### config.mk
export PLATFORM = sky130hd
export DESIGN_NAME = tri_spread_mod
export DESIGN_NICKNAME = d
export VERILOG_FILES = /design/src/rtl/tsm_pkg.sv /design/src/rtl/tsm_step_decode.sv /design/src/rtl/tsm_phase_counter.sv /design/src/rtl/tri_spread_mod.sv
export SDC_FILE = /design/constraint.sdc
export NUM_CORES = 1
export LEC_CHECK = 0
export BUFFER_PORTS_ARGS = -buffer_cell sky130_fd_sc_hd__buf_2
export CAP_MARGIN = 20
export CORE_UTILIZATION = 40
export CTS_CLUSTER_SIZE = 20
export DETAILED_ROUTE_END_ITERATION = 10
export PLACE_DENSITY = 0.61
export SKIP_LAST_GASP = 1
export SLEW_MARGIN = 40
export SYNTH_ARGS = -nofsm -noshare
export SYNTH_HDL_FRONTEND = slang
export SYNTH_HIERARCHICAL = 1
export SYNTH_SLANG_ARGS = --single-unit
### constraint.sdc
create_clock -name clk -period 3.5 [get_ports clk]
set_input_delay 0.35 -clock clk [delete_from_list [all_inputs] [get_ports clk]]
set_output_delay 0.35 -clock clk [all_outputs]
set_load 0.1 [all_outputs]
### src/rtl/tsm_pkg.sv
package tsm_pkg;
  localparam int SEL_W      = 3;
  localparam int STEP_W     = 16;
  localparam int BASE_EXP   = 4;
  localparam int CNT_W      = (1 << SEL_W) - 1 + BASE_EXP + 1;

  typedef struct packed {
    logic [SEL_W-1:0] sec;
    logic [SEL_W-1:0] step;
  } tsm_cfg_t;
endpackage

### src/rtl/tsm_step_decode.sv
module tsm_step_decode #(
  parameter int SEL_W  = 3,
  parameter int STEP_W = 16
) (
  input  logic [SEL_W-1:0]  sel,
  output logic [STEP_W-1:0] step
);
  localparam int NCODES = 1 << SEL_W;

  for (genvar i = 0; i < STEP_W; i++) begin : g_bit
    if (i < NCODES) begin : g_live
      assign step[i] = (sel == SEL_W'(i));
    end else begin : g_zero
      assign step[i] = 1'b0;
    end
  end
endmodule

### src/rtl/tsm_phase_counter.sv
module tsm_phase_counter #(
  parameter int SEL_W    = 3,
  parameter int BASE_EXP = 4,
  parameter int CNT_W    = 12
) (
  input  logic             clk,
  input  logic             rst_n,
  input  logic             run,
  input  logic             adv,
  input  logic [SEL_W-1:0] sec,
  output logic             sub
);
  logic [CNT_W-1:0] idx_q, idx_d;
  logic [CNT_W-1:0] wrap_mask, quarter, three_q;

  always_comb begin
    wrap_mask = CNT_W'((1 << (int'(sec) + BASE_EXP + 1)) - 1);
    quarter   = CNT_W'(1 << (int'(sec) + BASE_EXP - 1));
    three_q   = CNT_W'(3) * quarter;
    sub       = (idx_q >= quarter) && (idx_q < three_q);
  end

  always_comb begin
    idx_d = idx_q;
    if (!run)     idx_d = '0;
    else if (adv) idx_d = (idx_q + CNT_W'(1)) & wrap_mask;
  end

  always_ff @(posedge clk or negedge rst_n) begin
    if (!rst_n) idx_q <= '0;
    else        idx_q <= idx_d;
  end
endmodule

### src/rtl/tri_spread_mod.sv
module tri_spread_mod
  import tsm_pkg::*;
(
  input  logic              clk,
  input  logic              rst_n,
  input  logic              spread_en,
  input  logic              tick_en,
  input  logic [SEL_W-1:0]  sec_sel,
  input  logic [SEL_W-1:0]  step_sel,
  output logic              dir_sub,
  output logic [STEP_W-1:0] step_out
);
  tsm_cfg_t          cfg_q, cfg_d;
  logic              ph_sub;
  logic [STEP_W-1:0] dec_step;
  logic              dir_d;
  logic [STEP_W-1:0] step_d;

  always_comb begin
    cfg_d = cfg_q;
    if (!spread_en) begin
      cfg_d.sec  = sec_sel;
      cfg_d.step = step_sel;
    end
  end

  always_ff @(posedge clk or negedge rst_n) begin
    if (!rst_n) cfg_q <= '0;
    else        cfg_q <= cfg_d;
  end

  tsm_phase_counter #(
    .SEL_W(SEL_W), .BASE_EXP(BASE_EXP), .CNT_W(CNT_W)
  ) u_phase (
    .clk(clk), .rst_n(rst_n), .run(spread_en), .adv(tick_en),
    .sec(cfg_q.sec), .sub(ph_sub)
  );

  tsm_step_decode #(.SEL_W(SEL_W), .STEP_W(STEP_W)) u_dec (
    .sel(cfg_q.step), .step(dec_step)
  );

  always_comb begin
    dir_d  = dir_sub;
    step_d = step_out;
    if (tick_en) begin
      dir_d  = spread_en ? ph_sub   : 1'b0;
      step_d = spread_en ? dec_step : '0;
    end
  end

  always_ff @(posedge clk or negedge rst_n) begin
    if (!rst_n) begin
      dir_sub  <= 1'b0;
      step_out <= '0;
    end else begin
      dir_sub  <= dir_d;
      step_out <= step_d;
    end
  end
endmodule

==> Word-level counts from Yosys, hierarchy flattened <==
Index checks and enable logic that the tools add are counted.
{ "totals": {"in_bits": 10, "ff_bits": 35, "latchBits": 0, "n_memories": 0, "out_inout_bits": 17, "wordCells": 30, "mem_bits_rw": 0, "rom_bits": 0} }
{ "op_classes": {"div": 0, "bitwise": 1, "reduce_logical": 2, "shifts": 2, "magnitude_cmp": 2, "multipliers": 1, "n_mux": 4, "n_addsub": 5, "n_eq_ne": 8} }
{ "op_table": {"columns": ["operator", "n"], "rows": [
  ["1-bit by 32-bit << shifter with 12-bit output, first input constant", 2],
  ["32-bit by 2-bit subtractor with 32-bit output, second input constant", 1],
  ["12-bit 2-to-1 mux", 2],
  ["12-bit by 1-bit adder with 12-bit output, second input constant", 1],
  ["12-bit bitwise AND", 1],
  ["3-bit == test, second input constant", 4],
  ["12-bit greater-or-equal comparator", 1],
  ["12-bit less-than comparator", 1],
  ["2-bit by 12-bit multiplier with 12-bit output, first input constant", 1],
  ["12-bit by 2-bit subtractor with 12-bit output, second input constant", 1],
  ["8-bit 2-to-1 mux", 1],
  ["3-bit by 2-bit == test with 1-bit output, second input constant", 2],
  ["4-bit by 1-bit adder with 5-bit output, second input constant", 1],
  ["3-bit by 3-bit adder with 4-bit output, second input constant", 1],
  ["3-bit by 1-bit == test with 1-bit output, second input constant", 1],
  ["3-bit logical NOT", 1],
  ["2-bit by 1-bit != test with 1-bit output, second input constant", 1],
  ["1-bit logical AND", 1],
  ["1-bit 2-to-1 mux", 1]
]} }

==> Longest topological paths before layout <==
Gate-level depths: netlist of the first run.
{ "depth": {"depth_word": 7, "depth_mapped": 16, "depth_no_buf": 15} }

==> Modules after synthesis <==
Netlist of the first run, hierarchy kept.
{ "by_module_without_submodules": {"columns": ["mod", "area_per_inst_um2", "instances", "cells_per_inst", "seq_area_each_um2"], "rows": [
  ["tsm_phase_counter", 1448.9, 1, 169, 300.3],
  ["tri_spread_mod", 929.6, 1, 86, 575.6],
  ["tsm_step_decode", 128.9, 1, 17, 0.0]
]} }

==> Least setup slack after synthesis of the first run <==
Ideal clock, no wire load.
{ "synth_timing": {"kind": "flip-flop to flip-flop", "start": "reg cfg_q[4] (netlist name)", "end": "reg dir_sub", "setup_slack_ns": 1.130, "stages_incl_launch_ff": 15, "required_ns": 3.417, "n_path_buf": 1, "arrival_ns": 2.288, "setup_time_ns": 0.083, "period_less_slack_ns": 2.370, "path_cell_list": "dfrtp_1 > buf_4 > nor2b_1 > inv_1 > nor2_1 > ha_1 > nand2_1 > xor2_1 > ha_1 > a21o_1 > a21o_1 > a21o_1 > a211oi_1 > nand3_1 > o21ai_0"} }
{ "synth_via": {"elab_chain_cells": 7, "word_cells_on_any_way": 8, "classes_between": "add/sub: 2; mul: 1; order compare: 2; shift: 1; mux: 1; reduce/logical: 1"} }
{ "synth_rtl": {"columns": ["item", "line", "rtl"], "rows": [
  ["from (decl)", "tri_spread_mod.sv:13", "tsm_cfg_t cfg_q, cfg_d;"],
  ["from (signal assigned)", "tri_spread_mod.sv:29", "else cfg_q <= cfg_d;"],
  ["3-bit by 3-bit adder with 4-bit output *", "tsm_phase_counter.sv:18", "quarter = CNT_W'(1 << (int'(sec) + BASE_EXP - 1));"],
  ["32-bit by 2-bit subtractor with 32-bit output *", "tsm_phase_counter.sv:18", null],
  ["1-bit by 32-bit << shifter with 12-bit output *", "tsm_phase_counter.sv:18", null],
  ["2-bit by 12-bit multiplier with 12-bit output", "tsm_phase_counter.sv:19", "three_q = CNT_W'(3) * quarter;"],
  ["12-bit less-than comparator", "tsm_phase_counter.sv:20", "sub = (idx_q >= quarter) && (idx_q < three_q);"],
  ["1-bit logical AND *", "tsm_phase_counter.sv:20", null],
  ["net ph_sub", "tri_spread_mod.sv:14", "logic ph_sub;"],
  ["1-bit 2-to-1 mux *", "tri_spread_mod.sv:47", "dir_d = spread_en ? ph_sub : 1'b0;"],
  ["to (signal assigned)", "tri_spread_mod.sv:57", "dir_sub <= dir_d;"],
  ["to (decl)", "tri_spread_mod.sv:10", "output logic dir_sub,"]
]} }
Mark *: on every way through the listed nets, which the timed path passes. The rest lies on a longest branch.
A chain may end at the register's enable or synchronous reset.

==> Worst setup path after layout of the first run <==
{ "layout_timing": {"start": "reg cfg_q[5] (netlist name)", "end": "reg dir_sub"} }
The elaborated chain is that of the path after synthesis.

==> flow_summary_export.csv, run 1 <==
group,metric,value,unit
run_status,run_status,"completed",
drt,viasPerCell,5.08,
sta,fin_crit_sh,77.9,%
worst_hold_path,min_path_type,"in -> async",
sta,setup_viol,0,
clock_network,cts_root_buf,"clkbuf_8",
clock_network,clock_path_buffers,2,
synth,synth_edf_count,0,
worst_setup_path,worstPathRequired,3700,ps
drt,drt_iter0_markers,116,
clock_network,clkSinkCount,35,
die,coreArea,0.00599,mm2
synth,yosysWarnings,6,
sta,clock_skew,4.41,ps
synth,synth_mux_area_share,3.54,%
global_routing,grt_max_degree,48,
global_routing,track_usage,17.7,%
clock_network,htree_levels,2,
worst_setup_path,path_cells,"nor2b_1 > inv_1 > nor2_1 > ha_1 > nand2_1 > xor2_1 > ha_1 > a21o_1 > a21o_1 > a21o_1 > a211oi_1 > nand3_1 > o21ai_0",
layout,instances_no_fill,377,
clock_network,clk_pin_slew,70,ps
die,num_rows,28,
power_and_ir_drop,powerDensity,395,mW/mm2
clock_network,cts_resized,0,
sta,slew_viol_final,0,
sta,hold_violations,0,
synth,synthFlopType,"dfrtp_1",
layout,final_nets,340,
sta,holdWs,4.90,ps
worst_setup_path,critPathMaxStageDelay,550,ps
sta,fin_setup_tns,0,ps
die,start_util,41.9,%
synth,synth_fa_ha_area_share,14.8,%
layout,syn2layout_area_growth,10.6,%
synth,syn_area,0.00251,mm2
synth,yosysSeqAreaShare,34.9,%
drt,postRouteAntennaNets,0,
global_routing,grt_pass1_wl,8760,um
layout,fill_cells,595,
drt,drt_wl_total,5180,um
synth,synth-compound-area-share,11.8,%
power_and_ir_drop,p_total,1.10,mW
clock_network,holdBufCountCts,0,
synth,yosys.area_share.simple,21.3,%
synth,yosysTopAreaCell,"dfrtp_1",
sta,fmax,367,MHz
worst_setup_path,crit_slowest_cell,"dfrtp_1",
synth,synthXorXnorAreaFrac,2.79,%
synth,async_reset_ff_share,100,%
power_and_ir_drop,cellLeakagePower,1.36,nW
placed_design,place_inst,369,
placed_design,dpl-instance-area,0.00265,mm2
clock_network,cts_tree,"yes",
worst_setup_path,critPathMaxFanout,12,
drt,drcViolationCount,0,
clock_network,cts_setup_buffers,0,
synth,ys_ff_latch,35,
synth,syn_inst,272,
die,die_y,81.2,um
layout,final_cell_area,0.00277,mm2
worst_setup_path,crit_type,"reg -> reg",
worst_setup_path,start_kind,"flip-flop",
sta,period_needed,2730,ps
power_and_ir_drop,ir_drop,0.253,mV
die,die_w,81.2,um
drt,routed-via-count,1917,
global_routing,grt_pass1_vias,1806,
clock_network,insertion_delay,280,ps
drt,drt_pass1_iterations,4,
die,ios,27,
clock_network,cts_made_buffers,5,
synth,yosysTopAreaCellShare,34.9,%
layout,diodes,0,
synth,syn_area_per_cell,9.22,um2
layout,multi_input_comb_area,0.00142,mm2
placed_design,dp_hpwl,3650,um
placed_design,gp_congestion,0.833,
worst_setup_path,endpoint_kind,"flip-flop",
worst_setup_path,worstPathArrival,2920,ps
layout,regArea,876,um2
drt,wl_per_cell,13.7,um
layout,drive_gt1_share,17.2,%
sta,rsz0062_at_grt,"false",
placed_design,port_buffers,26,
global_routing,globalRouteOverflowTotal,0,
synth,synth.distinct_cells,50,
job,drv_cap,0,
global_routing,antenna_found_initial,0,
worst_setup_path,path_common_cell,"a21o_1",
die,dieArea,0.00659,mm2
synth,synth_top_family_by_area,"simple AND/OR/NAND/NOR gates",
synth,synth.area.top_cells,"dfrtp_1 35%, ha_1 14%, inv_1 4.8%",
==> final cells by class <==
| class | instances | share of cell area (%) |
|---|---|---|
| Timing Repair Buffer | 28 | 5.32 |
| Inverter | 32 | 4.33 |
| Tap cell | 75 | 3.38 |
| Clock inverter | 2 | 1.26 |
| Clock buffer | 6 | 2.98 |
| Multi-Input combinational cell | 199 | 51.2 |
| Sequential cell | 35 | 31.6 |
==> logic make-up after synthesis <==
logic type                 after synthesis
xor gates and xnor gates                 8
buffers and inverters                   51
muxes                                    7
other                                    3
and+or+nand+nor                         92
DFF                                     35
AOI/OAI and AO/OA                       47
adders and majority gates               29
==> worst max-delay path: cells and delay by family, from the launching register on <==
| kind | cells | cell delay, ps |
|---|---|---|
| flops | 1 | 550 |
| buf+inv | 1 | 80 |
| simple gates | 4 | 570 |
| fa+ha+maj | 2 | 460 |
| compound gates | 5 | 830 |
| xor+xnor | 1 | 150 |
==> power breakdown <==
part	total [mW]	internal (mW)	switching, mW	leakage [nW]
Combinational	0.261	0.0733	0.188	0.832
Sequential	0.455	0.426	0.0287	0.464
Clock	0.380	0.231	0.150	0.0612
==> routing by layer <==
layer	GRT usage, %	routed length, um	up-vias
met2	26.8	2300	29
met3	3.03	143	4
li1	-	-	989
met4	5.36	44	0
met1	25.4	2690	895
met5	0	0	-
==> cell usage in the layout (no fill, tap or decap), drive strengths merged, types with 6 or more instances in the layout <==
master / synthesis / routed
nand4: 8 / 8
nand2: 15 / 15
nor2: 10 / 10
a21o: 7 / 7
mux2: 6 / 6
inv: 32 / 32
conb: 3 / 16
ha: 28 / 28
nand3: 22 / 22
clkbuf: 2 / 6
and3: 6 / 6
dfrtp: 35 / 35
buf: 17 / 28
o21ai: 21 / 21
==> path summary, 6_finish.rpt <==
| check | from | endpoint | slack, ps | depth (start not counted) |
|---|---|---|---|---|
| worst max-delay path | cfg_q[5] | dir_sub | 770 | 13 |
| worst min-delay path | rst_n | step_out[9] | 5 | 1 |
| worst max register to register | cfg_q[5] | dir_sub | 770 | 13 |
| worst min register to register | step_out[5] | step_out[5] | 510 | 2 |
| max in group asynchronous | rst_n | step_out[14] | 3170 | 1 |
| min in group clk | step_sel[1] | cfg_q[1] | 290 | 2 |
==> cells in the mapped netlist (2+ instances only) <==
master	count
and3_1	3
buf_4	11
nor2_1	10
clkbuf_2	2
nor4b_1	2
nand2_1	15
inv_1	32
nand3_1	22
a21oi_1	5
mux2_4	3
nor2b_1	4
xor2_1	5
dfrtp_1	35
and3b_2	3
buf_6	3
mux2_2	3
nand2b_1	2
ha_1	28
o21ai_0	21
conb_1	3
and2_1	2
nand4_1	8
xnor2_1	3
a21o_1	7
nor3_1	3
buf_2	3
o21a_1	2
nor3b_1	4
o211ai_1	3
nor4_1	3
and4_2	2
and3_2	2
==> registers in the layout, indices dropped and copies added (netlist names) <==
signal,count
cfg_q,6
dir_sub,1
step_out,16
u_phase/idx_q,12
==> through the flow <==
step,utilization (%),setup WS (ps)
6_report,46.3,773
4_1_cts,46.3,764
3_3_place_gp,44.3,949
5_1_grt,46.3,532
3_5_place_dp,44.3,788
2_1_floorplan,-,1130
Note: power is estimated with default switching activity, not from simulation.
==> inputs of run 2 (changes only) <==
==> constraint.sdc (replaced) <==
create_clock -name clk -period 2.6 [get_ports clk]
set_input_delay 0.26 -clock clk [delete_from_list [all_inputs] [get_ports clk]]
set_output_delay 0.26 -clock clk [all_outputs]
set_load 0.1 [all_outputs]
==> flow_summary_export.csv, run 2 (same netlist as run 1, synthesis figures left out) <==
group,metric,value,unit
worst_setup_path,worstPathRequired,2810,ps
placed_design,dp_hpwl,3750,um
sta,hold_violations,0,
clock_network,clock_path_buffers,2,
layout,diodes,0,
global_routing,grt_pass1_wl,8520,um
placed_design,port_buffers,26,
clock_network,htree_levels,2,
power_and_ir_drop,ir_drop,0.284,mV
layout,final_nets,348,
worst_setup_path,worstPathArrival,2710,ps
global_routing,grt_max_degree,37,
clock_network,clk_pin_slew,70,ps
layout,most-common-layout-cells,"33 x dfrtp_1, 32 x inv_1, 28 x ha_1, 25 x buf_2, 22 x nand3_1",
layout,reg_top3,"step_out x16, u_phase/idx_q x12, cfg_q x6",
global_routing,globalRouteOverflowTotal,0,
sta,holdWs,198,ps
run_status,run_status,"completed",
power_and_ir_drop,switching_share,36.4,%
power_and_ir_drop,p_total,1.37,mW
worst_setup_path,endpoint_kind,"flip-flop",
die,dieArea,0.00659,mm2
drt,drcViolationCount,0,
die,die_w,81.2,um
worst_setup_path,start_kind,"flip-flop",
power_and_ir_drop,cellLeakagePower,1.38,nW
worst_setup_path,r2r_end,"dir_sub",
layout,largest-register,"step_out",
power_and_ir_drop,p_comb_share,27.4,%
power_and_ir_drop,switchingPower,500,uW
global_routing,track_usage,16.9,%
worst_hold_path,worstHoldStart,"step_sel[0]",
sta,setup_slack,99.7,ps
clock_network,cts_root_buf,"clkbuf_8",
clock_network,clkSinkCount,35,
drt,viasPerCell,5.04,
worst_setup_path,crit_type,"reg -> reg",
sta,period_needed,2500,ps
die,coreArea,0.00599,mm2
layout,largest_reg_flops,16,
drt,wl_per_cell,13.4,um
layout,drive_gt1_share,20.6,%
sta,fin_crit_sh,96.2,%
drt,drt_wl_total,5180,um
sta,clock_skew,5.90,ps
die,die_y,81.2,um
placed_design,post-place-ws,30.7,ps
placed_design,gp_congestion,0.885,
clock_network,cts_made_buffers,5,
drt,routed-via-count,1942,
die,start_util,41.9,%
worst_setup_path,critPathMaxFanout,8,
worst_setup_path,rrSetupSlack,100,ps
die,ios,27,
worst_setup_path,r2r_cells,12,
layout,layout_commonest_cell,"dfrtp_1",
power_and_ir_drop,clkPwrFrac,28.4,%
global_routing,grt_pass1_vias,1779,
clock_network,cts_tree,"yes",
sta,fmax,400,MHz
drt,drt_iter0_markers,106,
worst_setup_path,r2r_start,"cfg_q[5]",
sta,setup_viol,0,
global_routing,antenna_found_initial,0,
worst_hold_path,holdPathStages,2,
power_and_ir_drop,powerDensity,487,mW/mm2
power_and_ir_drop,power_frac_seq,44.2,%
die,num_rows,28,
worst_hold_path,min_path_type,"in -> reg",
drt,drt_pass1_iterations,4,
sta,slew_viol_final,0,
clock_network,insertion_delay,290,ps
job,drv_cap,0,
drt,postRouteAntennaNets,0,
worst_hold_path,worstHoldEndpoint,"cfg_q[0]",
layout,syn2layout_area_growth,12.6,%
power_and_ir_drop,intPower,874,uW
run 2: layout make-up:
type,instances,area [um2]
sequential,35,878
tap,75,93.8
clock inverter,2,12.5
inverter,32,120
multi-input combinational,199,1440
clock buffer,6,72.6
fill,590,3170
timing repair buffer,36,210
run 2: through the flow:
| step | instances | TNS (ps) | utilization, % | area (um2) |
|---|---|---|---|---|
| after detailed placement | 375 | 0 | 45.1 | 2700 |
| after CTS | 383 | 0 | 46.5 | 2780 |
| after floorplan | 285 | 0 | - | 2560 |
| after global placement | 375 | 0 | 45.1 | 2700 |
| after global routing | 385 | -32.1 | 47.1 | 2820 |
| final | 385 | 0 | 47.1 | 2820 |
run 2: worst max path at each step:
| stage | to | cells after the start | startpoint | slack [ps] |
|---|---|---|---|---|
| final | dir_sub | 12 | cfg_q[5] | 100 |
| after CTS | dir_sub | 11 | cfg_q[4] | 10 |
| after floorplan | dir_sub | 14 | cfg_q[4] | 230 |
| after global placement | dir_sub | 13 | cfg_q[5] | 130 |
| after global routing | dir_sub | 13 | cfg_q[5] | -30 |
| after detailed placement | dir_sub | 13 | cfg_q[5] | 30 |
run 2: power groups by stage:
stage	logic, mW	registers [mW]	clock network (mW)
finish	0.377	0.607	0.389
global route	0.412	0.614	0.422
CTS	0.368	0.607	0.406
detailed placement	0.367	0.618	0
global placement	0.365	0.616	0
floorplan	0.178	0.734	0
run 2: per-layer routing:
| layer | share of wire, % | global-route usage (%) | wire (um) | vias up |
|---|---|---|---|---|
| met5 | 0 | 0 | 0 | - |
| met4 | 1.2 | 4.82 | 63 | 0 |
| met3 | 2.8 | 3.37 | 144 | 7 |
| met2 | 44 | 25.5 | 2250 | 30 |
| met1 | 52 | 24.3 | 2720 | 904 |
| li1 | - | - | - | 1001 |
run 2: worst max-delay path, cell delays in order (launching register included):
cell	delay, ps
dfrtp_2	450
nor2b_2	180
nand2_1	80
inv_1	50
ha_1	270
xor2_1	170
ha_1	310
a21o_1	170
a21o_1	160
a21o_1	180
a211oi_2	200
nand3_1	90
o21ai_0	100
run 2: repair_timing:
item                       4_1_cts  5_1_grt
gates resized for setup          0        6
hold buffers                     0        1
buffers inserted                 0        1
hold endpoints to repair         0       35
setup endpoints to repair        0        1
